--- src/rtl/csr_chunk_pkg.sv ---
package csr_chunk_pkg;

  // number of bus chunks a register of width w needs on a bus of width dw
  function automatic int chunk_count(input int w, input int dw);
    return (w + dw - 1) / dw;
  endfunction

  // addresses a register occupies once rounded up to the alignment
  function automatic int footprint(input int w, input int dw, input int align);
    int n;
    int a;
    n = chunk_count(w, dw);
    a = (align < 1) ? 1 : align;
    return ((n + a - 1) / a) * a;
  endfunction

endpackage

--- src/rtl/csr_slot.sv ---
module csr_slot
  import csr_chunk_pkg::*;
#(
  parameter int ADDR_W = 5,
  parameter int DATA_W = 8,
  parameter int REG_W  = 24,
  parameter int BASE   = 0,
  parameter int ALIGN  = 4
) (
  input  logic              clk,
  input  logic              rst_n,
  input  logic [ADDR_W-1:0] bus_addr,
  input  logic              bus_rd_stb,
  input  logic              bus_wr_stb,
  input  logic [DATA_W-1:0] bus_wr_data,
  input  logic [REG_W-1:0]  per_rd_data,
  output logic              per_rd_stb,
  output logic [REG_W-1:0]  per_wr_data,
  output logic              per_wr_stb,
  output logic [DATA_W-1:0] rd_cand,
  output logic              hit
);

  localparam int NCH  = chunk_count(REG_W, DATA_W);
  localparam int FOOT = footprint(REG_W, DATA_W, ALIGN);
  localparam int SW   = NCH * DATA_W;
  localparam int LIM  = BASE + FOOT;

  if (LIM > (1 << ADDR_W)) begin : g_fit_err
    $error("register footprint exceeds the address space");
  end

  // ---------------- decode ----------------
  int              offs;
  logic            is_first;
  logic            is_last;
  logic            in_data;
  logic [NCH-1:0]  chunk_sel;

  always_comb begin
    offs     = int'({1'b0, bus_addr}) - BASE;
    hit      = (offs >= 0) && (offs < FOOT);
    is_first = hit && (offs == 0);
    is_last  = hit && (offs == FOOT - 1);
    in_data  = hit && (offs < NCH);
  end

  for (genvar c = 0; c < NCH; c++) begin : g_sel
    assign chunk_sel[c] = hit && (offs == c);
  end

  // named events
  logic capture;
  logic commit;
  logic pad_write;
  assign capture   = bus_rd_stb && is_first;
  assign commit    = bus_wr_stb && is_last;
  assign pad_write = bus_wr_stb && hit && !in_data && !is_last;

  // ---------------- read side ----------------
  logic [SW-1:0] live_pad;
  logic [SW-1:0] rd_shadow;
  logic [SW-1:0] rd_src;

  always_comb begin
    live_pad = '0;
    live_pad[REG_W-1:0] = per_rd_data;
  end

  assign per_rd_stb = capture;
  assign rd_src     = is_first ? live_pad : rd_shadow;

  always_comb begin
    rd_cand = '0;
    if (bus_rd_stb) begin
      for (int c = 0; c < NCH; c++) begin
        if (chunk_sel[c]) rd_cand = rd_src[c*DATA_W +: DATA_W];
      end
    end
  end

  always_ff @(posedge clk or negedge rst_n) begin
    if (!rst_n)       rd_shadow <= '0;
    else if (capture) rd_shadow <= live_pad;
  end

  // ---------------- write side ----------------
  logic [SW-1:0] wr_shadow;
  logic [SW-1:0] wr_merged;

  always_comb begin
    wr_merged = wr_shadow;
    for (int c = 0; c < NCH; c++) begin
      if (chunk_sel[c]) wr_merged[c*DATA_W +: DATA_W] = bus_wr_data;
    end
  end

  always_ff @(posedge clk or negedge rst_n) begin
    if (!rst_n) begin
      wr_shadow   <= '0;
      per_wr_data <= '0;
      per_wr_stb  <= 1'b0;
    end else begin
      per_wr_stb <= commit;
      if (bus_wr_stb && in_data && !is_last) wr_shadow <= wr_merged;
      if (commit) per_wr_data <= wr_merged[REG_W-1:0];
    end
  end

  // ---------------- assertions ----------------
  p_commit_next_cycle_r6: assert property (@(posedge clk) disable iff (!rst_n)
    commit |=> per_wr_stb);

  p_commit_source_r7: assert property (@(posedge clk) disable iff (!rst_n)
    per_wr_stb |-> $past(commit));

  p_capture_whole_r2: assert property (@(posedge clk) disable iff (!rst_n)
    capture |=> (rd_shadow == $past(live_pad)));

  p_pad_write_inert_r8: assert property (@(posedge clk) disable iff (!rst_n)
    pad_write |=> $stable(wr_shadow));

  p_pad_read_zero_r8: assert property (@(posedge clk) disable iff (!rst_n)
    (bus_rd_stb && hit && !in_data) |-> (rd_cand == '0));

endmodule

--- src/rtl/csr_rd_merge.sv ---
module csr_rd_merge #(
  parameter int N  = 3,
  parameter int DW = 8
) (
  input  logic            clk,
  input  logic            rst_n,
  input  logic            rd_stb,
  input  logic [N*DW-1:0] cand,
  output logic [DW-1:0]   rd_data
);

  logic [DW-1:0] merged;

  // candidates are zero unless their slot decodes a read, so OR is a mux
  always_comb begin
    merged = '0;
    for (int i = 0; i < N; i++) merged = merged | cand[i*DW +: DW];
  end

  always_ff @(posedge clk or negedge rst_n) begin
    if (!rst_n) rd_data <= '0;
    else        rd_data <= merged;
  end

  p_idle_zero_r4: assert property (@(posedge clk) disable iff (!rst_n)
    !rd_stb |=> (rd_data == '0));

endmodule

--- src/rtl/csr_chunk_mux.sv ---
module csr_chunk_mux
  import csr_chunk_pkg::*;
#(
  parameter int ADDR_W = 5,
  parameter int DATA_W = 8,
  parameter int ALIGN  = 4,
  parameter int NREG   = 3,
  parameter int REG_W    [NREG] = '{24, 8, 12},
  parameter int REG_BASE [NREG] = '{0, 4, 12},
  localparam int TOT_W = width_before(NREG)
) (
  input  logic              clk,
  input  logic              rst_n,
  input  logic [ADDR_W-1:0] bus_addr,
  input  logic              bus_rd_stb,
  output logic [DATA_W-1:0] bus_rd_data,
  input  logic              bus_wr_stb,
  input  logic [DATA_W-1:0] bus_wr_data,
  input  logic [TOT_W-1:0]  per_rd_data,
  output logic [NREG-1:0]   per_rd_stb,
  output logic [TOT_W-1:0]  per_wr_data,
  output logic [NREG-1:0]   per_wr_stb
);

  function automatic int width_before(input int idx);
    int s;
    s = 0;
    for (int k = 0; k < idx; k++) s += REG_W[k];
    return s;
  endfunction

  logic [NREG*DATA_W-1:0] cand;
  logic [NREG-1:0]        slot_hit;

  for (genvar i = 0; i < NREG; i++) begin : g_slot
    localparam int OFF = width_before(i);
    localparam int W   = REG_W[i];

    csr_slot #(
      .ADDR_W (ADDR_W),
      .DATA_W (DATA_W),
      .REG_W  (W),
      .BASE   (REG_BASE[i]),
      .ALIGN  (ALIGN)
    ) u_slot (
      .clk         (clk),
      .rst_n       (rst_n),
      .bus_addr    (bus_addr),
      .bus_rd_stb  (bus_rd_stb),
      .bus_wr_stb  (bus_wr_stb),
      .bus_wr_data (bus_wr_data),
      .per_rd_data (per_rd_data[OFF +: W]),
      .per_rd_stb  (per_rd_stb[i]),
      .per_wr_data (per_wr_data[OFF +: W]),
      .per_wr_stb  (per_wr_stb[i]),
      .rd_cand     (cand[i*DATA_W +: DATA_W]),
      .hit         (slot_hit[i])
    );
  end

  csr_rd_merge #(
    .N  (NREG),
    .DW (DATA_W)
  ) u_merge (
    .clk     (clk),
    .rst_n   (rst_n),
    .rd_stb  (bus_rd_stb),
    .cand    (cand),
    .rd_data (bus_rd_data)
  );

  p_single_decode_r9: assert property (@(posedge clk) disable iff (!rst_n)
    $onehot0(slot_hit));

  p_one_commit_r9: assert property (@(posedge clk) disable iff (!rst_n)
    $onehot0(per_wr_stb));

endmodule

--- config.mk ---
export PLATFORM = sky130hd
export DESIGN_NAME = csr_chunk_mux
export DESIGN_NICKNAME = d
export VERILOG_FILES = /design/src/rtl/csr_chunk_pkg.sv /design/src/rtl/csr_slot.sv /design/src/rtl/csr_rd_merge.sv /design/src/rtl/csr_chunk_mux.sv
export SDC_FILE = /design/constraint.sdc
export NUM_CORES = 1
export LEC_CHECK = 0
export ABC_AREA = 0
export ABC_CLOCK_PERIOD_IN_PS = 1800
export BUFFER_PORTS_ARGS = -buffer_cell sky130_fd_sc_hd__buf_2
export CAP_MARGIN = 25
export CORE_AREA = 2 2 101 103
export DETAILED_ROUTE_END_ITERATION = 16
export DIE_AREA = 0 0 103 105
export GPL_TIMING_DRIVEN = 0
export PLACE_DENSITY = 0.78
export SLEW_MARGIN = 10
export SYNTH_ARGS = -nofsm -noshare
export SYNTH_HDL_FRONTEND = slang
export SYNTH_HIERARCHICAL = 1
export SYNTH_SLANG_ARGS = --single-unit
--- constraint.sdc ---
create_clock -name clk -period 1.8 [get_ports clk]
set_clock_uncertainty 0.15 [all_clocks]
set_input_delay 0.09 -clock clk [delete_from_list [all_inputs] [get_ports clk]]
set_output_delay 0.09 -clock clk [all_outputs]
set_load 0.01 [all_outputs]
==> results of run 1 <==
==> path summary, 6_finish.rpt <==
kind                                                  from                               to  slack (ns)  cells after the start
min reg2reg                g_slot[2].u_slot/per_wr_data[9]  g_slot[2].u_slot/per_wr_data[9]        0.33                      1
min                                             bus_rd_stb    g_slot[2].u_slot/rd_shadow[8]        0.05                      5
max                                             bus_wr_stb  g_slot[2].u_slot/per_wr_data[4]        0.18                      7
max reg2reg                 g_slot[0].u_slot/rd_shadow[14]               u_merge/rd_data[6]        0.33                      3
min in group asynchronous                            rst_n  g_slot[1].u_slot/per_wr_data[4]        0.47                      4
max in group asynchronous                            rst_n   g_slot[0].u_slot/wr_shadow[23]        0.57                      4
==> repair_timing <==
item / in CTS / in global routing
hold buffers: 59 / 0
endpoints found under the hold margin: 192 / 0
gates resized for setup: 0 / 0
==> state kept, by name, indices dropped and copies added, names as in the netlist <==
signal and count:
g_slot.u_slot/wr_shadow 44, g_slot.u_slot/per_wr_data 44, u_merge/rd_data 8, g_slot.u_slot/per_wr_stb 3, g_slot.u_slot/rd_shadow 20
==> worst max-delay path: stages <==
cell	delay, ns
dlygate4sd3_1	0.53
buf_2	0.19
and4b_1	0.23
and3_1	0.15
buf_2	0.15
buf_6	0.16
mux2_2	0.34
==> per-stage QoR <==
| step | instances | hold slack (ns) |
|---|---|---|
| floorplan | 325 | -0.3556 |
| global placement | 576 | 0.1711 |
| detailed placement | 577 | -0.1812 |
| CTS | 668 | 0.03173 |
| global route | 668 | 0.04307 |
| finish | 668 | 0.05240 |
==> routing by layer <==
metal	vias to the layer above	part of all wire	GRT usage
met4	0	0.037	0.1184
met5	-	0	0
met2	124	0.51	0.3910
met1	1795	0.41	0.2992
met3	44	0.042	0.06421
li1	1572	-	-
==> placed cells by master, fill, tap and decap left out, drive strengths merged, types with 4 or more instances in the layout <==
cell type,count
buf,135
clkinv,6
nor2,18
clkbuf,20
inv,5
o221a,8
a22o,4
dfrtp,119
dlygate4sd3,58
nand3,5
and2,12
mux2,108
and3,12
or3,9
==> power by group <==
group,total (uW),leakage (uW),internal (uW),switching [uW]
sequential,3320,0.00157,3090,227
clock,3250,0.000280,2020,1230
combinational,1010,0.00178,612,402
==> layout make-up <==
type | instances | area (um^2) | share of cell area
Buffer | 16 | 157.7 | 0.02246
Clock buffer | 19 | 431.7 | 0.06150
Clock inverter | 13 | 146.4 | 0.02086
Inverter | 2 | 7.507 | 0.001070
Multi-Input combinational cell | 188 | 1907 | 0.2717
Sequential cell | 119 | 2978 | 0.4242
Tap cell | 133 | 166.4 | 0.02371
Timing Repair Buffer | 178 | 1225 | 0.1745
==> flow_summary.toml, run 1 <==
[logic_synthesis]
synth_area_per_cell_um2 = 15.54
syn_inst = 325
synth_area_um2 = 5050
synth-warning-count = 6
synth_nets = 386

[global_route]
grt_pass1_vias = 3833
overflow = 0
grt_max_degree = 94
antenna_found_initial = 0
grt_first_pass_wirelength_mm = 19.67
grtUsageTotal = 0.2428

[placement]
port_buffers = 118
place_area_um2 = 5841
pre_cts_slack_ns = -0.1118
dpl.hpwl_mm = 7.559
gp_congestion = 0.8688

[power]
power.density_nw_per_um2 = 1080
total_power_uw = 7583
irDropWorstVdd_mv = 0.5690
power.leakage_uw = 0.003625

[timing]
setup_violations = 0
clock.fmax_ghz = 0.6188
worst_pin_slew_ns = 0.5652
drv_slew = 0
setup_ws_ns = 0.1839
tns_ns = 0
post-route-period-util = 0.8978
relSlewSlack = 0.6224
min_period_ns = 1.616
hold_viol = 0
rsz0062_at_grt = "no"

[job]
maxCapViolCount = 0

[hold_path]
hp-class = "input port to flip-flop"

[floorplan]
initial_core_util = 0.5239
dieArea_um2 = 10820
ioPinCount = 119
fp.dieH_um = 105
coreArea_um2 = 9639
die_w_um = 103
num_rows = 36

[clock_network]
clock_latency_ns = 0.51
root_buffer = "clkbuf_8"
cts_made_buffers = 17
cts_buffer_depth = 2
cts_tree = "built"
cts.sinks = 119
cts_max_level = 4
clk_pin_slew_worst_paths_ns = 0.06
post_cts_buffers = 0

[cells_and_area]
fill_cells = 626
final_area_um2 = 7019
layout-drive-gt1-share = 0.5514
antenna_cells = 0
utilization = 0.7282
syn_to_final_growth_pct = 39.00
final_nets = 583

[outcome]
outcome = "completed"

[routing]
wl_per_cell_um = 18.34
drt_iter0_markers = 123
drtAntennaViolNets = 0
avgViaCountPerCell = 5.292
drtPass1Iterations = 4
vias = 3535
routed_wirelength_mm = 12.25
drcViolationCount = 0

[critical_path]
start_kind = "input port"
cp-end-kind = "flip-flop"
required_ns = 2.04
crit_arrival_ns = 1.85
crit_type = "input port to flip-flop"
critPathMaxFanout = 10
(Power assumes the default switching activity.)
==> run 2, diff against run 1 <==
- GPL_TIMING_DRIVEN: 0 -> default
==> run 2 against run 1 <==
  * Routed wire length grew 2.2%
  * Sequential power is essentially flat
  * Non-clock buffer count shrank 6
  * Critical path type is now input port to output pin
==> flow_summary.toml, run 2 (synthesis results as in run 1) <==
[hold_path]
hp-class = "input port to flip-flop"
worstHoldPathCells = 3
hold_end = "g_slot[2].u_slot/per_wr_stb"
min-delay-start = "bus_addr[3]"

[routing]
drtAntennaViolNets = 0
drt_iter0_markers = 119
vias = 3511
drcViolationCount = 0
avgViaCountPerCell = 5.296
drtPass1Iterations = 5
routed_wirelength_mm = 12.53
wl_per_cell_um = 18.89

[critical_path]
crit_type = "input port to output pin"
required_ns = 1.56
ff2ff_setup_slack_ns = 0.33
ff2ff_path_depth = 3
r2r_end = "u_merge/rd_data[6]"
crit_arrival_ns = 1.48
start_kind = "input port"
critPathMaxFanout = 9
r2r-start = "g_slot[0].u_slot/rd_shadow[14]"
cp-end-kind = "output pin"

[power]
seqPwrFrac = 0.428
p_comb_frac = 0.129
p_int_uw = 5848
irDropWorstVdd_mv = 0.6404
switchingPower_uw = 1939
p_sw_frac = 0.2490
power.leakage_uw = 0.003597
clkPwrFrac = 0.443
power.density_nw_per_um2 = 1116

[global_route]
antenna_found_initial = 1
grtUsageTotal = 0.2441
grt_pass1_vias = 3707
grt_first_pass_wirelength_mm = 19.69
overflow = 0
grt_max_degree = 54

[cells_and_area]
final_common_cell = "dfrtp_1"
largestRegisters = "g_slot.u_slot/per_wr_data: 44 flops, g_slot.u_slot/wr_shadow: 44 flops, g_slot.u_slot/rd_shadow: 20 flops"
final_nets = 577
utilization = 0.7238
syn_to_final_growth_pct = 38.16
layout-drive-gt1-share = 0.5463
final_cell_mix = "dfrtp_1, buf_2, mux2_2"
final_area_um2 = 6977

[timing]
post-route-period-util = 0.9544
clock.fmax_ghz = 0.5821
drv_slew = 0
hold_viol = 0
min_period_ns = 1.718
rsz0062_at_grt = "no"
setup_violations = 0
worst_pin_slew_ns = 0.7348
relSlewSlack = 0.5083

[floorplan]
fp.dieH_um = 105
ioPinCount = 119
dieArea_um2 = 10820
coreArea_um2 = 9639
num_rows = 36
die_w_um = 103
initial_core_util = 0.5239

[clock_network]
cts_max_level = 4
clk_pin_slew_worst_paths_ns = 0.06
cts_made_buffers = 17
clock_latency_ns = 0.51
cts_tree = "built"
root_buffer = "clkbuf_8"
cts.sinks = 119
cts_buffer_depth = 2

[placement]
place_area_um2 = 5764
gp_congestion = 0.8640
port_buffers = 118
dpl.hpwl_mm = 7.527

[job]
maxCapViolCount = 0

[outcome]
outcome = "completed"
run 2: cell count changes in the layout (fill, tap and decap cells not counted), moves of 2 or more:
cell | before | now
buf_12 | 5 | 3
buf_2 | 125 | 117
buf_4 | 0 | 9
buf_6 | 4 | 0
clkinv_2 | 2 | 0
inv_8 | 0 | 2
run 2: power by group through the flow:
stage	Combinational, uW	Clock (uW)	Sequential [uW]
floorplan	468	0	3350
global placement	857	0	3340
detailed placement	894	0	3360
CTS	1010	3490	3330
global route	1090	3610	3380
finish	1010	3450	3330
run 2: area by class of cell:
type	count	area, um^2
Multi-Input combinational cell	188	1911
Antenna cell	1	2.502
Inverter	2	7.507
Fill cell	650	2663
Sequential cell	119	2978
Timing Repair Buffer	188	1304
Tap cell	133	166.4
Clock buffer	18	417.9
Clock inverter	14	190.2
run 2: what timing repair did:
action | 4_1_cts | 5_1_grt
setup buffers | 0 | 1
hold buffers | 59 | 0
hold endpoints to repair | 193 | 0
gates resized for setup | 0 | 1
endpoints found under the setup margin | 0 | 1
run 2: how the worst max path moves through the flow:
stage / start / depth (start not counted) / slack, ns / to
2_1_floorplan: bus_addr[1] / 6 / 0.27 / u_merge/rd_data[6]
3_3_place_gp: bus_addr[3] / 5 / 0.09 / u_merge/rd_data[0]
3_5_place_dp: bus_addr[0] / 5 / -0.01 / g_slot[0].u_slot/per_wr_data[0]
4_1_cts: bus_addr[4] / 5 / 0.03 / per_rd_stb[1]
5_1_grt: bus_addr[4] / 5 / 0.02 / per_rd_stb[1]
6_report: bus_addr[4] / 5 / 0.08 / per_rd_stb[1]
run 2: metal layers:
metal / part of all wire / global-route usage / routed length, um
met1: 0.41 / 0.3040 / 5184
met2: 0.51 / 0.3947 / 6361
met3: 0.042 / 0.05819 / 525
met4: 0.036 / 0.1184 / 455
met5: 0 / 0 / 0
run 2: per-stage QoR:
stage,std cells,power [uW],setup TNS (ns),setup slack [ns],hold slack (ns)
2_1_floorplan,325,3822,0,0.2733,-0.3556
3_3_place_gp,570,4196,0,0.08522,-0.08395
3_5_place_dp,570,4254,-0.04531,-0.01057,-0.08038
4_1_cts,661,7827,0,0.03478,0.02017
5_1_grt,663,8085,0,0.01948,0.05207
6_report,663,7787,0,0.08215,0.04074
run 2: worst max-delay path, cell delays in order:
cell and delay, ns:
buf_2 0.14, dlygate4sd3_1 0.60, nor3b_4 0.23, and3_4 0.27, buf_2 0.14
